## config.mk

```make
export PLATFORM = sky130hd
export DESIGN_NAME = spdif_word_fmt
export DESIGN_NICKNAME = d
export VERILOG_FILES = /design/src/rtl/spdif_fmt_pkg.sv /design/src/rtl/spdif_side_mask.sv /design/src/rtl/spdif_word_layout.sv /design/src/rtl/spdif_pair_packer.sv /design/src/rtl/spdif_word_fmt.sv
export SDC_FILE = /design/constraint.sdc
export NUM_CORES = 1
export LEC_CHECK = 0
export CORE_MARGIN = 1.5
export CORE_UTILIZATION = 50
export DETAILED_ROUTE_END_ITERATION = 10
export GPL_ROUTABILITY_DRIVEN = 0
export MAX_ROUTING_LAYER = met4
export PLACE_DENSITY = 0.79
export SYNTH_ARGS = -nofsm -noshare
export SYNTH_HDL_FRONTEND = slang
export SYNTH_HIERARCHICAL = 1
export SYNTH_SLANG_ARGS = --single-unit
```

## constraint.sdc

```tcl
create_clock -name clk -period 2.8 [get_ports clk]
set_input_delay 0.84 -clock clk [delete_from_list [all_inputs] [get_ports clk]]
set_output_delay 0.84 -clock clk [all_outputs]
set_load 0.05 [all_outputs]
```

## src/rtl/spdif_fmt_pkg.sv

```systemverilog
package spdif_fmt_pkg;

   // layout select codes
   localparam logic [1:0] FMT_RIGHT = 2'b00;
   localparam logic [1:0] FMT_LEFT  = 2'b01;
   localparam logic [1:0] FMT_PACK  = 2'b10;
   localparam logic [1:0] FMT_RSVD  = 2'b11;

   // preamble codes
   localparam logic [1:0] PRE_BLK   = 2'b01;
   localparam logic [1:0] PRE_CHA   = 2'b10;
   localparam logic [1:0] PRE_CHB   = 2'b11;

   typedef struct packed {
      logic       perr;
      logic       v;
      logic       u;
      logic       c;
      logic [1:0] pre;
   } side_t;

   localparam int SIDE_W = $bits(side_t);

endpackage

```

## src/rtl/spdif_side_mask.sv

```systemverilog
module spdif_side_mask
   import spdif_fmt_pkg::*;
(
   input  side_t side_in,
   input  logic  mask_par,
   input  logic  mask_val,
   input  logic  mask_cu,
   input  logic  mask_pre,
   output side_t side_out
);

   always_comb begin
      side_out      = side_in;
      side_out.perr = side_in.perr & ~mask_par;
      side_out.v    = side_in.v    & ~mask_val;
      side_out.u    = side_in.u    & ~mask_cu;
      side_out.c    = side_in.c    & ~mask_cu;
      side_out.pre  = side_in.pre  & {2{~mask_pre}};
   end

endmodule

```

## src/rtl/spdif_word_layout.sv

```systemverilog
module spdif_word_layout
   import spdif_fmt_pkg::*;
#(
   parameter int SAMPLE_W = 24,
   parameter int WORD_W   = 32
) (
   input  logic [SAMPLE_W-1:0] sample,
   input  side_t               side,
   input  logic                left_sel,
   output logic [WORD_W-1:0]   word
);

   // status bits sit beside the sample; in left layout the sample is MSB aligned
   localparam int LEFT_LSB = WORD_W - SAMPLE_W;

   logic [WORD_W-1:0] right_w;
   logic [WORD_W-1:0] left_w;

   always_comb begin
      right_w                   = '0;
      right_w[SAMPLE_W-1:0]     = sample;
      right_w[SAMPLE_W]         = side.perr;
      right_w[SAMPLE_W+1]       = side.v;
      right_w[SAMPLE_W+2]       = side.u;
      right_w[SAMPLE_W+3]       = side.c;
      right_w[SAMPLE_W+5 -: 2]  = side.pre;
   end

   always_comb begin
      left_w                        = '0;
      left_w[0]                     = side.perr;
      left_w[1]                     = side.v;
      left_w[2]                     = side.u;
      left_w[3]                     = side.c;
      left_w[5:4]                   = side.pre;
      left_w[WORD_W-1:LEFT_LSB]     = sample;
   end

   assign word = left_sel ? left_w : right_w;

endmodule

```

## src/rtl/spdif_pair_packer.sv

```systemverilog
module spdif_pair_packer
   import spdif_fmt_pkg::*;
#(
   parameter int SAMPLE_W = 24,
   parameter int HALF_W   = 16
) (
   input  logic                clk,
   input  logic                rst_n,
   input  logic                pack_mode,
   input  logic                take,
   input  logic                chan_order,
   input  logic [1:0]          pre,
   input  logic [SAMPLE_W-1:0] sample,
   output logic                fire,
   output logic [2*HALF_W-1:0] pair_word
);

   logic [HALF_W-1:0] half;
   logic [HALF_W-1:0] hold_q;
   logic              held_q;
   logic              is_chb;
   logic              drop;
   logic              restart;

   generate
      if (HALF_W == SAMPLE_W) begin : g_full
         assign half = sample;
      end else begin : g_trunc
         assign half = sample[SAMPLE_W-1 -: HALF_W];
      end
   endgenerate

   assign is_chb  = (pre == PRE_CHB);
   assign drop    = chan_order &  is_chb & ~held_q;
   assign restart = chan_order & ~is_chb &  held_q;
   assign fire    = take & held_q & ~restart;
   assign pair_word = {half, hold_q};

   always_ff @(posedge clk) begin
      if (!rst_n) begin
         held_q <= 1'b0;
         hold_q <= '0;
      end else if (!pack_mode) begin
         held_q <= 1'b0;
      end else if (take && !drop) begin
         if (!held_q || restart) begin
            hold_q <= half;
            held_q <= 1'b1;
         end else begin
            held_q <= 1'b0;
         end
      end
   end

   AST_PACK_FIRST_HOLD: assert property (@(posedge clk) disable iff (!rst_n)
      (pack_mode && take && !held_q && !drop) |=> held_q)
      else $error("first packed half not held");

   AST_ORDER_DROP: assert property (@(posedge clk) disable iff (!rst_n)
      (pack_mode && take && chan_order && is_chb && !held_q) |-> !fire ##1 !held_q)
      else $error("stray channel B sample was kept");

   AST_LEAVE_PACK: assert property (@(posedge clk) disable iff (!rst_n)
      !pack_mode |=> !held_q)
      else $error("half held outside packed mode");

endmodule

```

## src/rtl/spdif_word_fmt.sv

```systemverilog
module spdif_word_fmt
   import spdif_fmt_pkg::*;
#(
   parameter int SAMPLE_W = 24,
   parameter int WORD_W   = 32,
   parameter int HALF_W   = WORD_W / 2
) (
   input  logic                clk,
   input  logic                rst_n,
   input  logic                in_valid,
   input  logic [SAMPLE_W-1:0] in_sample,
   input  logic                in_perr,
   input  logic                in_v,
   input  logic                in_u,
   input  logic                in_c,
   input  logic [1:0]          in_pre,
   input  logic [1:0]          cfg_fmt,
   input  logic                cfg_mask_par,
   input  logic                cfg_mask_val,
   input  logic                cfg_mask_cu,
   input  logic                cfg_mask_pre,
   input  logic                cfg_chan_order,
   output logic                out_valid,
   output logic [WORD_W-1:0]   out_word
);

   generate
      if (SAMPLE_W + SIDE_W > WORD_W) begin : g_bad_fit
         $error("sample plus status bits exceed the word");
      end
      if (2 * HALF_W != WORD_W) begin : g_bad_half
         $error("two halves must fill the word");
      end
      if (HALF_W > SAMPLE_W) begin : g_bad_trunc
         $error("packed half wider than sample");
      end
   endgenerate

   side_t             side_raw;
   side_t             side_msk;
   logic [WORD_W-1:0] lay_word;
   logic              pack_mode;
   logic              left_sel;
   logic              fire;
   logic [WORD_W-1:0] pair_word;

   assign pack_mode = (cfg_fmt == FMT_PACK);
   assign left_sel  = (cfg_fmt == FMT_LEFT);
   assign side_raw  = '{perr: in_perr, v: in_v, u: in_u, c: in_c, pre: in_pre};

   spdif_side_mask i_mask (
      .side_in  (side_raw),
      .mask_par (cfg_mask_par),
      .mask_val (cfg_mask_val),
      .mask_cu  (cfg_mask_cu),
      .mask_pre (cfg_mask_pre),
      .side_out (side_msk)
   );

   spdif_word_layout #(.SAMPLE_W(SAMPLE_W), .WORD_W(WORD_W)) i_layout (
      .sample   (in_sample),
      .side     (side_msk),
      .left_sel (left_sel),
      .word     (lay_word)
   );

   spdif_pair_packer #(.SAMPLE_W(SAMPLE_W), .HALF_W(HALF_W)) i_packer (
      .clk        (clk),
      .rst_n      (rst_n),
      .pack_mode  (pack_mode),
      .take       (in_valid & pack_mode),
      .chan_order (cfg_chan_order),
      .pre        (in_pre),
      .sample     (in_sample),
      .fire       (fire),
      .pair_word  (pair_word)
   );

   always_ff @(posedge clk) begin
      if (!rst_n) begin
         out_valid <= 1'b0;
         out_word  <= '0;
      end else if (in_valid && pack_mode) begin
         out_valid <= fire;
         if (fire) out_word <= pair_word;
      end else if (in_valid) begin
         out_valid <= 1'b1;
         out_word  <= lay_word;
      end else begin
         out_valid <= 1'b0;
      end
   end

   AST_RIGHT_SAMPLE: assert property (@(posedge clk) disable iff (!rst_n)
      (in_valid && (cfg_fmt == FMT_RIGHT || cfg_fmt == FMT_RSVD))
      |=> (out_valid && out_word[SAMPLE_W-1:0] == $past(in_sample)))
      else $error("right layout sample misplaced");

   AST_LEFT_SAMPLE: assert property (@(posedge clk) disable iff (!rst_n)
      (in_valid && cfg_fmt == FMT_LEFT)
      |=> (out_valid && out_word[WORD_W-1 -: SAMPLE_W] == $past(in_sample)))
      else $error("left layout sample misplaced");

   AST_MASK_PAR: assert property (@(posedge clk) disable iff (!rst_n)
      (in_valid && cfg_mask_par && cfg_fmt == FMT_LEFT) |=> !out_word[0])
      else $error("masked parity bit visible");

   AST_VALID_CAUSE: assert property (@(posedge clk) disable iff (!rst_n)
      !in_valid |=> !out_valid)
      else $error("strobe without subframe");

endmodule

```

==> impl_metrics.env, run 1 <==
export IMPL_clock_latency_ns=0.30
export IMPL_power_frac_seq=0.436
export IMPL_yosysTopAreaCell="dfxtp_1"
export IMPL_cts_path_max_buffers=2
export IMPL_vdd_drop_max_v=0.000257
export IMPL_syn2layout_area_growth_pct=23.8
export IMPL_rsz0062_at_grt="false"
export IMPL_slew_headroom=0.599
export IMPL_vias=2635
export IMPL_cp_required_ns=2.97
export IMPL_dp_cells=449
export IMPL_worst_pin_slew_ns=0.602
export IMPL_worstSetupStartpointType="primary input"
export IMPL_drt_iter0_drc=224
export IMPL_timing_fmax_mhz=397
export IMPL_pwr_share_comb=0.319
export IMPL_synthTopCellsByArea="dfxtp_1, a221oi_2, mux2_4, nand4bb_1, mux2i_1"
export IMPL_ys_seq_area_frac=0.299
export IMPL_routedWlPerCell_um=17.5
export IMPL_root_buffer="clkbuf_8"
export IMPL_setup_tns_ns=0
export IMPL_grt_pass1_wl_um=13200
export IMPL_fill_cells=531
export IMPL_htreeDepth=2
export IMPL_fp_coreArea_um2=6420
export IMPL_slew_violations=0
export IMPL_grt_max_degree=36
export IMPL_die_area_um2=7200
export IMPL_row_count=29
export IMPL_violations="design-rule violations"
export IMPL_r2r_cells=5
export IMPL_grt_use_total=0.238
export IMPL_portBuffers=72
export IMPL_synth_avg_cell_area_um2=10.2
export IMPL_synth_warnings=6
export IMPL_grt_ovfl_total=0
export IMPL_synthArstFlopShare=0
export IMPL_ys_seq_elements=50
export IMPL_syn_nets=368
export IMPL_critical_path_class="primary input to flip-flop"
export IMPL_crit_fanout=12
export IMPL_yosys_most_used_dff="dfxtp_1"
export IMPL_synth_cells=328
export IMPL_syn_area_um2=3350
export IMPL_synth_common_cells="dfxtp_1, nand2_1, inv_1"
export IMPL_initial_core_util=0.522
export IMPL_antenna_found_initial=0
export IMPL_synth_edf_count=0
export IMPL_power_density_nw_per_um2=428
export IMPL_cts_buffers=5
export IMPL_wl_um=8010
export IMPL_clkPwrFrac=0.245
export IMPL_viasPerCell=5.77
export IMPL_critPathArrivalTime_ns=2.69
export IMPL_cts_tree="done"
export IMPL_whs_ns=0.460
export IMPL_yosysTopAreaCellShare=0.299
export IMPL_whs_path_depth=2
export IMPL_detail_route_drc_violations=3
export IMPL_drtAntennaViolNets=0
export IMPL_switching_power_uw=571
export IMPL_hold_buffers=0
export IMPL_drv_cap=0
export IMPL_p_int_uw=1200
export IMPL_cp_end_kind="flip-flop"
export IMPL_finalCriticalPeriod_ns=2.52
export IMPL_drive_gt1_frac=0.242
export IMPL_cts_resized=0
export IMPL_clock_sinks=50
export IMPL_clkTransAtPathRegs_ns=0.09
export IMPL_post_cts_buffers=0
export IMPL_synth_most_common_cell="dfxtp_1"
export IMPL_fin_nets=419
export IMPL_dieHeight_um=84.9
export IMPL_timing_final_hold_violations=0
export IMPL_setup_viol=0
export IMPL_ioPinCount=73
export IMPL_grt_pass1_vias=2620
export IMPL_n_antenna_cell=0
export IMPL_hold_path_class="flip-flop to flip-flop"
export IMPL_layoutNonFillerInstCount=457
export IMPL_dp_hpwl_um=5510
export IMPL_drt_pass1_iter_count=9
export IMPL_status="finished with violations"
export IMPL_timing_final_crit_share=0.899
export IMPL_skew_ns=0.00456
export IMPL_die_width_um=84.9
export IMPL_p_leak_uw=0.00147
export IMPL_ys_types=30
export IMPL_sw_frac_of_total=0.322
-- sequential cells by signal (all words and copies together), names as in the netlist --
signal           flops
i_packer/held_q      1
i_packer/hold_q     16
out_valid            1
out_word            32
-- per-layer routing --
metal	track usage	routed length (um)	part of all wire	up-vias
met5	-	0	0	-
met4	0.0760	153	0.019	0
met3	0.0331	345	0.043	13
met2	0.401	4120	0.51	71
met1	0.295	3390	0.42	1282
li1	-	-	-	1269
-- cell type report --
cell class                      count  area [um2]  area share
Clock buffer                        7        86.3      0.0208
Timing Repair Buffer               91         946       0.228
Multi-Input combinational cell    197        1880       0.454
Inverter                           34         133      0.0320
Sequential cell                    50        1000       0.241
Tap cell                           77        96.3      0.0232
Clock inverter                      1        5.00     0.00121
-- cell usage in the layout (no fill, tap or decap) --
master and instances:
and3_4 1, nand3_1 1, nand2_1 34, clkinv_2 1, nor2_1 1, mux2_2 2, and2_1 4, mux2_4 26
buf_2 1, o22ai_1 1, o21ai_4 1, nor2b_1 7, a21boi_1 1, nand2b_4 1, clkdlybuf4s50_1 71, dfxtp_1 50
nand4bb_1 32, buf_4 12, nor2b_4 3, a221oi_1 3, o21ai_0 22, clkinv_4 1, o21ai_1 10, nor3_4 1
buf_12 7, inv_1 33, nand4b_1 1, a221oi_2 29, clkbuf_1 1, clkbuf_8 6, mux2i_1 16
-- path summary, 6_finish.rpt --
check | startpoint | endpoint | slack [ns]
worst min-delay path | i_packer/hold_q[14]$_SDFFE_PN0P_ | i_packer/hold_q[14]$_SDFFE_PN0P_ | 0.46
worst min register to register | i_packer/hold_q[14]$_SDFFE_PN0P_ | i_packer/hold_q[14]$_SDFFE_PN0P_ | 0.46
worst max-delay path | cfg_fmt[1] | out_word[15]$_SDFFE_PN0P_ | 0.28
worst max register to register | i_packer/held_q$_SDFFE_PN0P_ | out_word[15]$_SDFFE_PN0P_ | 1.44
-- metrics by stage --
step	utilization	area [um2]	power [uW]	worst slack, ns
6_report	0.646	4150	1770	0.284
5_1_grt	0.646	4150	1840	0.115
4_1_cts	0.646	4150	1780	0.286
3_5_place_dp	0.632	4060	1350	-0.0397
3_3_place_gp	0.632	4060	1350	0.0125
2_1_floorplan	-	3350	1180	0.234
-- cell families after synthesis --
logic type	Yosys count	share of synthesized area
buffers and inverters	81	0.142
multiplexers	44	0.171
flip-flops	50	0.299
AO/OA/AOI/OAI	67	0.194
AND/OR/NAND/NOR	86	0.194
-- power by group through the flow --
| stage | Combinational, uW | Sequential, uW | Clock [uW] |
|---|---|---|---|
| 6_report | 565 | 774 | 435 |
| 5_1_grt | 596 | 778 | 469 |
| 4_1_cts | 566 | 774 | 444 |
| 3_5_place_dp | 565 | 790 | 0 |
| 3_3_place_gp | 558 | 789 | 0 |
| 2_1_floorplan | 264 | 913 | 0 |
-- worst max-delay path, cell delays in order --
cell             delay [ns]
clkdlybuf4s50_1        0.52
nand2b_4               0.08
clkinv_4               0.04
and2_1                 0.13
a21boi_1               0.19
and2_1                 0.28
buf_4                  0.25
nand4bb_1              0.11
o21ai_0                0.15
a221oi_2               0.09
Note: power is estimated with default switching activity, not from simulation.
==> inputs of run 2 (changes only) <==
CAP_MARGIN = 20   (was default)
==> results of run 2 <==
Same layout as run 1: the final DEF is identical, and so are final timing and power.
==> inputs of run 3 (changes only) <==
CTS_CLUSTER_SIZE = 25   (was default)
==> results of run 3 <==
Same layout as run 1: the final DEF is identical, and so are final timing and power.
